===== src/rtl/gpio_port_pkg.sv =====
package gpio_port_pkg;
  localparam int unsigned ADDR_W   = 4;
  localparam int unsigned DATA_OFS = 8;
  localparam int unsigned DIR_OFS  = 9;

  function automatic logic dir_visible(input logic periph, input logic expd, input logic ext);
    return !periph && !(expd && ext);
  endfunction
endpackage


===== src/rtl/gpio_sync.sv =====
module gpio_sync #(
  parameter int unsigned W      = 8,
  parameter int unsigned STAGES = 2
) (
  input  logic         clk_i,
  input  logic         rst_ni,
  input  logic [W-1:0] d_i,
  output logic [W-1:0] q_o
);
  logic [STAGES-1:0][W-1:0] st_q;

  for (genvar g = 0; g < STAGES; g++) begin : g_stage
    always_ff @(posedge clk_i or negedge rst_ni) begin
      if (!rst_ni) st_q[g] <= '0;
      else if (g == 0) st_q[g] <= d_i;
      else st_q[g] <= st_q[(g == 0) ? 0 : g-1];
    end
  end

  assign q_o = st_q[STAGES-1];


  sync_shift_chk: assert property (@(posedge clk_i) disable iff (!rst_ni)
    st_q[0] == $past(d_i) || $past(!rst_ni));
endmodule


===== src/rtl/gpio_port_regs.sv =====
module gpio_port_regs
  import gpio_port_pkg::*;
#(
  parameter int unsigned W       = 8,
  parameter int unsigned IN_ONLY = 2
) (
  input  logic              clk_i,
  input  logic              rst_ni,
  input  logic              we_i,
  input  logic [ADDR_W-1:0] addr_i,
  input  logic [W-1:0]      wdata_i,
  input  logic              dir_map_i,
  output logic [W-1:0]      data_q_o,
  output logic [W-1:0]      dir_q_o
);
  localparam logic [W-1:0] DIR_MASK = {{(W-IN_ONLY){1'b1}}, {IN_ONLY{1'b0}}};

  logic data_wr, dir_wr;
  assign data_wr = we_i && (addr_i == ADDR_W'(DATA_OFS));
  assign dir_wr  = we_i && (addr_i == ADDR_W'(DIR_OFS)) && dir_map_i;

  always_ff @(posedge clk_i or negedge rst_ni) begin
    if (!rst_ni) begin
      data_q_o <= '0;
      dir_q_o  <= '0;
    end else begin
      if (data_wr) data_q_o <= wdata_i;
      if (dir_wr)  dir_q_o  <= wdata_i & DIR_MASK;
    end
  end


  data_write_chk: assert property (@(posedge clk_i) disable iff (!rst_ni)
    (we_i && addr_i == ADDR_W'(DATA_OFS)) |=> data_q_o == $past(wdata_i));

  dir_write_chk: assert property (@(posedge clk_i) disable iff (!rst_ni)
    (we_i && addr_i == ADDR_W'(DIR_OFS) && dir_map_i) |=> dir_q_o == ($past(wdata_i) & DIR_MASK));

  dir_unmapped_hold_chk: assert property (@(posedge clk_i) disable iff (!rst_ni)
    (!dir_map_i) |=> $stable(dir_q_o));
endmodule


===== src/rtl/gpio_dir_port.sv =====
module gpio_dir_port
  import gpio_port_pkg::*;
#(
  parameter int unsigned W       = 8,
  parameter int unsigned IN_ONLY = 2
) (
  input  logic              clk_i,
  input  logic              rst_ni,
  input  logic [ADDR_W-1:0] addr_i,
  input  logic              we_i,
  input  logic [W-1:0]      wdata_i,
  output logic [W-1:0]      rdata_o,
  input  logic              periph_mode_i,
  input  logic              expanded_i,
  input  logic              ext_en_i,
  input  logic [W-1:0]      pin_i,
  output logic [W-1:0]      pin_o,
  output logic [W-1:0]      oe_o
);
  logic         dir_map;
  logic [W-1:0] data_q, dir_q, pin_s;

  assign dir_map = dir_visible(periph_mode_i, expanded_i, ext_en_i);

  gpio_sync #(.W(W), .STAGES(2)) u_sync (
    .clk_i, .rst_ni, .d_i(pin_i), .q_o(pin_s)
  );

  gpio_port_regs #(.W(W), .IN_ONLY(IN_ONLY)) u_regs (
    .clk_i, .rst_ni, .we_i, .addr_i, .wdata_i,
    .dir_map_i(dir_map), .data_q_o(data_q), .dir_q_o(dir_q)
  );

  // interrupt-capable low pins are never enabled
  for (genvar i = 0; i < W; i++) begin : g_oe
    if (i < IN_ONLY) begin : g_in
      assign oe_o[i] = 1'b0;
    end else begin : g_io
      assign oe_o[i] = dir_q[i] && dir_map;
    end
  end

  assign pin_o = data_q;

  always_comb begin
    rdata_o = '0;
    if (addr_i == ADDR_W'(DATA_OFS))               rdata_o = (data_q & dir_q) | (pin_s & ~dir_q);
    else if (addr_i == ADDR_W'(DIR_OFS) && dir_map) rdata_o = dir_q;
  end


  low_pins_input_chk: assert property (@(posedge clk_i) disable iff (!rst_ni)
    oe_o[IN_ONLY-1:0] == '0);

  unmapped_no_drive_chk: assert property (@(posedge clk_i) disable iff (!rst_ni)
    (periph_mode_i || (expanded_i && ext_en_i)) |-> oe_o == '0);

  other_addr_zero_chk: assert property (@(posedge clk_i) disable iff (!rst_ni)
    (addr_i != ADDR_W'(DATA_OFS) && addr_i != ADDR_W'(DIR_OFS)) |-> rdata_o == '0);
endmodule


===== config.mk =====
export PLATFORM = sky130hd
export DESIGN_NAME = gpio_dir_port
export DESIGN_NICKNAME = d
export VERILOG_FILES = /design/src/rtl/gpio_port_pkg.sv /design/src/rtl/gpio_sync.sv /design/src/rtl/gpio_port_regs.sv /design/src/rtl/gpio_dir_port.sv
export SDC_FILE = /design/constraint.sdc
export NUM_CORES = 1
export LEC_CHECK = 0
export BUFFER_PORTS_ARGS = -buffer_cell sky130_fd_sc_hd__buf_2
export CAP_MARGIN = 5
export CORE_MARGIN = 2
export CORE_UTILIZATION = 42
export DETAILED_ROUTE_END_ITERATION = 10
export HOLD_SLACK_MARGIN = 0.12
export PLACE_DENSITY = 0.77
export SLEW_MARGIN = 5
export SYNTH_ARGS = -nofsm -noshare
export SYNTH_HDL_FRONTEND = slang
export SYNTH_SLANG_ARGS = --single-unit

===== constraint.sdc =====
create_clock -name clk_i -period 1.5 [get_ports clk_i]
set_input_delay 0.375 -clock clk_i [delete_from_list [all_inputs] [get_ports clk_i]]
set_output_delay 0.375 -clock clk_i [all_outputs]
set_load 0.01 [all_outputs]

==> metrics.cfg, run 1 <==
[status]
outcome=complete, but fails checks
violations=setup timing

[final_layout]
n_fill_cell=195
fin_nets=186
final_cells=191
regArea_um2=756
drive_above_1_share_pct=73.1
area_growth_pct=60.5
fin_util_pct=70.3
multi_input_area_um2=549
diodes=0

[timing]
period_share_pct=115
finalHoldViolCount=0
setup_violations=23
fin_skew_ns=0.0146
clock.fmax_mhz=580
rsz0062_at_grt=yes
period_needed_ns=1.72
setup_ws_ns=-0.225
relSlewSlack_pct=57.8
tightest_slew_ns=0.633
finalMaxSlewViolations=0

[detailed_routing]
drt_pass1_iterations=4
routed_wl_um=2890
ant_nets=0
vias=956
viasPerCell=5.01
drcViolationCount=0
routedWlPerCell_um=15.1
initialDrtViolationCount=3

[global_route]
track_usage_pct=18.3
overflow=0
grt_pass1_wl_um=4510
grt_antenna_before_repair=0
grt_max_degree=31
grt_pass1_vias=1020

[yosys]
synth_top_cell_by_area=dfrtp_1
synth-compound-area-share_pct=10.2
seq_area_frac_synth_pct=62.7
synth_area_mm2=0.00120
synthDistinctLibCells=15
netlist.area_leader.share_pct=62.7
synth.area.mux_share_pct=13.2
synth_xor_xnor_area_share_pct=0
netlist_instances=87
ys_ff_latch=30
synth_area_leaders=dfrtp_1, mux2_2, a211oi_1
yosys.area_share.adder_pct=0
synth-simple-area-share_pct=8.88
yosys_warnings=0
avgSynthCellArea_um2=13.8
synth_top_family_by_area=multiplexers

[placement]
gp_congestion=0.648
io_buffers=47
post-place-ws_ns=-0.428
placedCellCount=177
dpl.hpwl_um=1960

[power_and_ir_drop]
p_leak_nw=0.977
internal-power_mw=1.38
irDropWorstVdd_v=0.000806
combPwrFrac_pct=26.0
sequentialPowerShare_pct=52.2
power_density_mw_per_mm2=997
p_sw_share_pct=27.7
p_sw_uw=532
clock_power_share_pct=21.8

[cts]
root_buffer=clkbuf_4
cts_tree=built
clkTransAtPathRegs_ns=0.09
cts-buffers-inserted=5
htreeDepth=2
clk_latency_ns=0.33
clockBufferDepth=2
clkSinkCount=30

[run]
cap_violations=0

[die]
die-area_mm2=0.00329
fp.dieW_um=57.4
start_util_pct=43.8
io_pins=50
core_mm2=0.00273
die_h_um=57.4
rows=19

[worst_setup_path]
critPathCaptureType=primary output
cp.required_ns=1.12
crit_slowest_cell=or3b_4
crit_fanout=8
crit_type=input port to primary output
path_buf_inv=3
slowest_delay_ns=0.41
startpoint=addr_i[2]
cp.arrival_ns=1.35
r2r-start=u_regs.dir_q_o[2]
cp_cell_sequence=buf_6, or3b_4, buf_8, a211oi_2, buf_2
cp-start-kind=input port
crit_family=buffers and inverters

[worst_hold_path]
min_path_type=input port to flip-flop
min_from=pin_i[5]

-- placed cells by master, fill, tap and decap left out, drive strengths merged --
cell,count
a2111oi,1
a211oi,12
a21oi,1
buf,69
clkbuf,7
conb,2
dfrtp,30
dlygate4sd3,1
inv,6
mux2,14
nand2,7
nor2b,6
nor3b,3
or3b,1
-- area by class of cell --
type,instances,share of cell area (%)
repair buffers,70,26.6
well taps,31,2.02
multi-input cells,47,28.6
inverters,6,1.17
clock buffers,7,2.34
flip-flops and latches,30,39.3
-- worst reg2reg max path, delay by kind of cell, from the launching register on --
kind / cells / cell delay (ns)
buffers and inverters: 1 / 0.15
muxes: 1 / 0.26
DFF: 1 / 0.43
-- power groups by stage --
stage / Clock [mW] / Combinational [mW] / Sequential [mW]
after floorplan: 0 / 0.167 / 1.00
after global placement: 0 / 0.347 / 0.986
after detailed placement: 0 / 0.359 / 0.998
after CTS: 0.437 / 0.399 / 0.991
after global routing: 0.480 / 0.538 / 1.01
final: 0.419 / 0.498 / 1.00
-- logic make-up (layout without fill, tap and decap cells) --
kind of cell,count (synthesis),count (layout)
AOI/OAI and AO/OA,14,14
buffers and inverters,11,83
other,1,2
DFF,30,30
muxes,14,14
and+or+nand+nor,17,17
-- synth_stat cells --
library cell  instances
a211oi_1             12
a21oi_1               1
mux2_2               14
nor3b_4               1
inv_1                 6
clkbuf_1              2
conb_1                1
or3b_1                1
buf_4                 2
nor3b_1               2
nand2_1               7
a2111oi_4             1
dfrtp_1              30
nor2b_1               6
buf_6                 1
-- layer usage --
metal	track usage [%]	wire [um]	vias up
met5	0	0	-
met3	7.48	191	4
met2	33.0	1580	36
li1	-	-	442
met1	19.8	1090	474
met4	4.98	25	0
-- per-stage QoR --
| stage | setup TNS, ns | cell area (um^2) | power (mW) | hold slack (ns) |
|---|---|---|---|---|
| finish | -2.94 | 1920 | 1.92 | 0.146 |
| global route | -3.95 | 1920 | 2.03 | 0.129 |
| CTS | -2.41 | 1760 | 1.83 | 0.135 |
| detailed placement | -8.30 | 1580 | 1.36 | 0.336 |
| global placement | -7.43 | 1580 | 1.33 | 0.333 |
| floorplan | -4.99 | 1220 | 1.17 | 0.0794 |
-- worst paths after layout --
kind,to,slack [ns],cells past startpoint
min reg2reg,u_sync.q_o[0],0.35,0
min,u_sync.st_q[5],0.15,1
max in group asynchronous,u_regs.dir_q_o[7],0.44,2
min in group asynchronous,u_sync.q_o[0],0.60,2
max reg2reg,u_regs.dir_q_o[2],0.56,2
max,rdata_o[7],-0.22,5
-- state kept, by name (all words and copies together) (netlist names) --
name,count
u_regs.data_q_o,8
u_regs.dir_q_o,6
u_sync.st_q,8
u_sync.q_o,8
-- what timing repair did --
action	4_1_cts	5_1_grt
resized for setup	28	34
buffers inserted	1	5
hold buffers	1	0
endpoints found under the setup margin	21	28
hold endpoints to repair	30	0
pin swaps	7	4
(Power assumes the default switching activity.)
==> run 2: changes to the inputs <==
CORE_ASPECT_RATIO = 0.7   (was default)
==> run 2 against run 1 <==
  * The run still ends with setup timing left
  * Flip-flop and latch count is the same
  * Sequential power is essentially flat
  * Critical path depth is the same
  * Non-clock buffer count shrank 3
  * Clock power grew 55%
==> metrics.cfg, run 2 (synthesis gave the netlist of run 1 again) <==
[worst_setup_path]
cp.required_ns=1.12
r2r_cells=1
cp_cell_sequence=buf_6, or3b_4, buf_6, a211oi_2, buf_2
endpoint=rdata_o[6]
cp.arrival_ns=1.35
crit_type=input port to primary output
cp-start-kind=input port
slowest_delay_ns=0.42
crit_top_cell=buf_6
crit_fanout=5
reg2reg_slack_ns=0.66
r2r-start=u_regs.dir_q_o[3]
startpoint=addr_i[2]
critPathCaptureType=primary output
cp.depth=5
crit_family=simple AND/OR/NAND/NOR gates
path_buf_inv=3
rr_endpoint=u_regs.dir_q_o[3]
crit_slowest_cell=or3b_4

[global_route]
grt_pass1_vias=963
track_usage_pct=20.1
grt_pass1_wl_um=4730
grt_max_degree=31
overflow=0
grt_antenna_before_repair=0

[cts]
htreeDepth=2
clk_latency_ns=0.28
clkTransAtPathRegs_ns=0.06
cts_tree=built
cts-buffers-inserted=5
root_buffer=clkbuf_8
clkSinkCount=30
clockBufferDepth=2

[final_layout]
n_fill_cell=192
final_cell_mix=buf_2, dfrtp_1, buf_6
area_growth_pct=60.7
final_common_cell=buf_2
diodes=0
multi_input_area_um2=529
regArea_um2=752
drive_above_1_share_pct=70.9
fin_nets=183

[status]
violations=setup timing
outcome=complete, but fails checks

[die]
die_h_um=48.7
rows=16
die-area_mm2=0.00330
io_pins=50
fp.dieW_um=67.8
start_util_pct=43.3
core_mm2=0.00276

[detailed_routing]
drcViolationCount=0
routed_wl_um=3040
initialDrtViolationCount=27
viasPerCell=4.88
vias=946
ant_nets=0
routedWlPerCell_um=15.7
drt_pass1_iterations=4

[timing]
period_needed_ns=1.73
setup-tns-final_ns=-4.14
setup_violations=23
setup_ws_ns=-0.226
fin_skew_ns=0.00301
relSlewSlack_pct=57.0
tightest_slew_ns=0.645
finalHoldViolCount=0
clock.fmax_mhz=580
holdWs_ns=0.123
rsz0062_at_grt=yes
period_share_pct=115
finalMaxSlewViolations=0

[placement]
io_buffers=47
dpl.hpwl_um=1980
gp_congestion=0.826

[run]
cap_violations=0

[worst_hold_path]
min_path_type=input port to asynchronous set/reset pin

[power_and_ir_drop]
irDropWorstVdd_v=0.000749
p_leak_nw=0.982
power_density_mw_per_mm2=1090

-- run 2: changes by cell type in the layout (fill, tap and decap cells not counted), sizes merged --
cell / delta
buf: -2
dlygate4sd3: -1
clkinv: +1
-- run 2: power by group --
group	internal, mW	total [mW]	leakage (nW)	switching (mW)
clock	0.369	0.648	0.0482	0.279
combinational	0.261	0.452	0.573	0.191
sequential	0.911	1.00	0.361	0.0934
total	1.54	2.10	0.982	0.563
-- run 2: worst min path at each step --
stage                                    end  cells past startpoint  slack, ns           start
after floorplan           u_regs.data_q_o[0]                      0       0.08          rst_ni
after global placement         u_sync.q_o[4]                      0       0.33  u_sync.st_q[4]
after detailed placement       u_sync.q_o[1]                      0       0.34  u_sync.st_q[1]
after CTS                 u_regs.data_q_o[4]                      1       0.13          rst_ni
after global routing           u_sync.q_o[6]                      1       0.17          rst_ni
final                          u_sync.q_o[7]                      1       0.12          rst_ni
-- run 2: cell type report --
| type | instances | area share (%) |
|---|---|---|
| repair buffers | 67 | 25.2 |
| clock inverters | 1 | 0.260 |
| clock buffers | 7 | 4.49 |
| inverters | 6 | 1.17 |
| flip-flops and latches | 30 | 39.1 |
| multi-input cells | 47 | 27.5 |
| well taps | 36 | 2.34 |
-- run 2: stage by stage --
| stage | setup WS [ns] | util [%] | instance area [um^2] | power [mW] | instances |
|---|---|---|---|---|---|
| 2_1_floorplan | -0.315 | - | 1220 | 1.17 | 88 |
| 3_5_place_dp | -0.430 | 57.8 | 1600 | 1.36 | 183 |
| 5_1_grt | -0.274 | 69.7 | 1920 | 2.21 | 194 |
| 6_report | -0.226 | 69.7 | 1920 | 2.10 | 194 |
| 3_3_place_gp | -0.397 | 57.8 | 1600 | 1.34 | 183 |
| 4_1_cts | -0.197 | 66.6 | 1840 | 2.07 | 193 |
-- run 2: what timing repair did --
action | 4_1_cts | 5_1_grt
gates resized for setup | 32 | 22
buffers inserted | 2 | 2
endpoints found under the setup margin | 27 | 28
hold buffers | 0 | 0
pin swaps | 8 | 3
-- run 2: routing by layer --
layer	vias to the layer above	wire, um	track usage (%)
met1	464	1330	27.6
met5	-	0	0
met4	0	8	4.00
li1	438	-	-
met3	2	190	7.21
met2	42	1520	31.2
==> run 3: changes to the inputs <==
CELL_PAD_IN_SITES_DETAIL_PLACEMENT = 1   (was default)
CELL_PAD_IN_SITES_GLOBAL_PLACEMENT = 2   (was default)
CORE_UTILIZATION = 26   (was 42)
CTS_BUF_LIST = sky130_fd_sc_hd__clkbuf_8 sky130_fd_sc_hd__clkbuf_16   (was default)
PLACE_DENSITY = 0.76   (was 0.77)
REMOVE_ABC_BUFFERS = 1   (was default)
==> run 3 against run 2 <==
  * The flow still finishes with violations (setup timing)
  * Wire length fell by 0.53%
  * Flip-flop and latch count unchanged
  * First-iteration DRC count is 52% lower
  * Global-route usage down 7.4 points
  * Setup slack better by 0.0036 ns
  * Count of clock-buffer cells in the layout down 2
  * Utilization shrank 26 points
  * Critical path type unchanged
  * Critical endpoint is now rdata_o[0]
  * Highest routed layer unchanged
==> metrics.cfg, run 3 (synthesis gave the netlist of run 1 again) <==
[status]
outcome=complete, but fails checks
violations=setup timing

[final_layout]
fin_nets=182
area_growth_pct=60.3
diodes=0
drive_above_1_share_pct=72.4
finalInstanceArea_mm2=0.00192
final_common_cell=buf_2
final_cell_mix=buf_2, dfrtp_1, buf_6
fin_util_pct=43.8

[timing]
finalMaxSlewViolations=0
period_share_pct=115
clock.fmax_mhz=581
period_needed_ns=1.72
tightest_slew_ns=0.664
relSlewSlack_pct=55.7
setup_ws_ns=-0.222
setup_violations=22
rsz0062_at_grt=yes
fin_skew_ns=0.000211
finalHoldViolCount=0

[detailed_routing]
initialDrtViolationCount=13
drcViolationCount=0
ant_nets=0
vias=921
routedWlPerCell_um=14.3
viasPerCell=4.36
routed_wl_um=3020
drt_pass1_iterations=4

[global_route]
track_usage_pct=12.8
grt_antenna_before_repair=0
grt_pass1_vias=999
grt_pass1_wl_um=4900
overflow=0
grt_max_degree=31

[power_and_ir_drop]
p_total_mw=1.99
clock_power_share_pct=28.5
combPwrFrac_pct=21.1
p_sw_share_pct=27.0
p_leak_nw=0.963
sequentialPowerShare_pct=50.3
power_density_mw_per_mm2=1030
p_sw_uw=535
irDropWorstVdd_v=0.000457
internal-power_mw=1.45

[die]
fp.dieW_um=85.1
die-area_mm2=0.00517
start_util_pct=27.3
die_h_um=60.8
io_pins=50
core_mm2=0.00438
rows=20

[placement]
gp_congestion=0.728
io_buffers=47
dpl.hpwl_um=2290
placed_cell_area_mm2=0.00162
post-place-ws_ns=-0.510

[run]
cap_violations=0

[worst_setup_path]
slowest_delay_ns=0.42
cp.required_ns=1.12
critPathCaptureType=primary output
crit_fanout=3
cp_cell_sequence=buf_6, or3b_4, buf_6, nor3b_2, buf_2
cp.arrival_ns=1.35
crit_slowest_cell=or3b_4
crit_top_cell=buf_6
crit_type=input port to primary output
cp-start-kind=input port

[cts]
hold_buffers=0
clkTransAtPathRegs_ns=0.06
cts-buffers-inserted=5
root_buffer=clkbuf_8
cts_tree=built
clk_latency_ns=0.27
clockBufferDepth=2
htreeDepth=2
clkSinkCount=30

[worst_hold_path]
min_path_type=input port to asynchronous set/reset pin

-- run 3: cell types whose count changed in the layout (fill, tap and decap cells not counted), sizes merged --
cell,before,now
buf,67,66
clkinv,1,0
inv,6,8
clkbuf,7,5
-- run 3: worst max-delay path: cells and delay by family --
kind / cells / cell delay [ns]
AND/OR/NAND/NOR: 2 / 0.58
buffers and inverters: 3 / 0.40
-- run 3: metal layers --
metal,part of all wire [%],vias up,global-route usage [%]
met5,0,-,0
met4,0.93,0,5.44
met3,6.9,3,4.08
met2,49,37,21.0
met1,43,449,15.9
li1,-,432,-
-- run 3: area by class of cell --
type                            instances  area (um^2)
Fill cell                             464         2460
Timing Repair Buffer                   66          495
Inverter                                6         25.0
Tap cell                               55         68.8
Sequential cell                        30          753
Multi-Input combinational cell         47          500
Clock buffer                            5         68.8
Clock inverter                          2         7.51
-- run 3: what timing repair did --
action	4_1_cts	5_1_grt
pin swaps	6	3
gates resized for setup	42	16
buffers inserted	1	0
endpoints found under the setup margin	28	28
-- run 3: through the flow --
step | std cells | TNS, ns | hold slack [ns]
2_1_floorplan | 83 | -5.83 | 0.0794
3_3_place_gp | 203 | -9.19 | 0.333
3_5_place_dp | 203 | -10.23 | 0.336
4_1_cts | 211 | -3.33 | 0.152
5_1_grt | 211 | -4.17 | 0.175
6_report | 211 | -3.30 | 0.132
-- run 3: path summary, 6_finish.rpt --
check,startpoint,to,slack (ns),depth (start not counted)
worst min-delay path,rst_ni,u_regs.data_q_o[5],0.13,1
worst max register to register,u_regs.dir_q_o[5],u_regs.dir_q_o[5],0.66,1
worst min register to register,u_sync.st_q[5],u_sync.q_o[5],0.35,0
min in group clk_i,pin_i[0],u_sync.st_q[0],0.20,1
max in group asynchronous,rst_ni,u_regs.dir_q_o[4],0.89,1
worst max-delay path,addr_i[2],rdata_o[0],-0.22,5
-- run 3: power by group through the flow --
stage          registers [mW]  clock network (mW)  logic (mW)
4_1_cts                 0.994               0.593       0.405
2_1_floorplan            1.00                   0       0.133
5_1_grt                  1.02               0.645       0.456
6_report                0.999               0.566       0.420
3_5_place_dp            0.995                   0       0.351
3_3_place_gp            0.988                   0       0.337
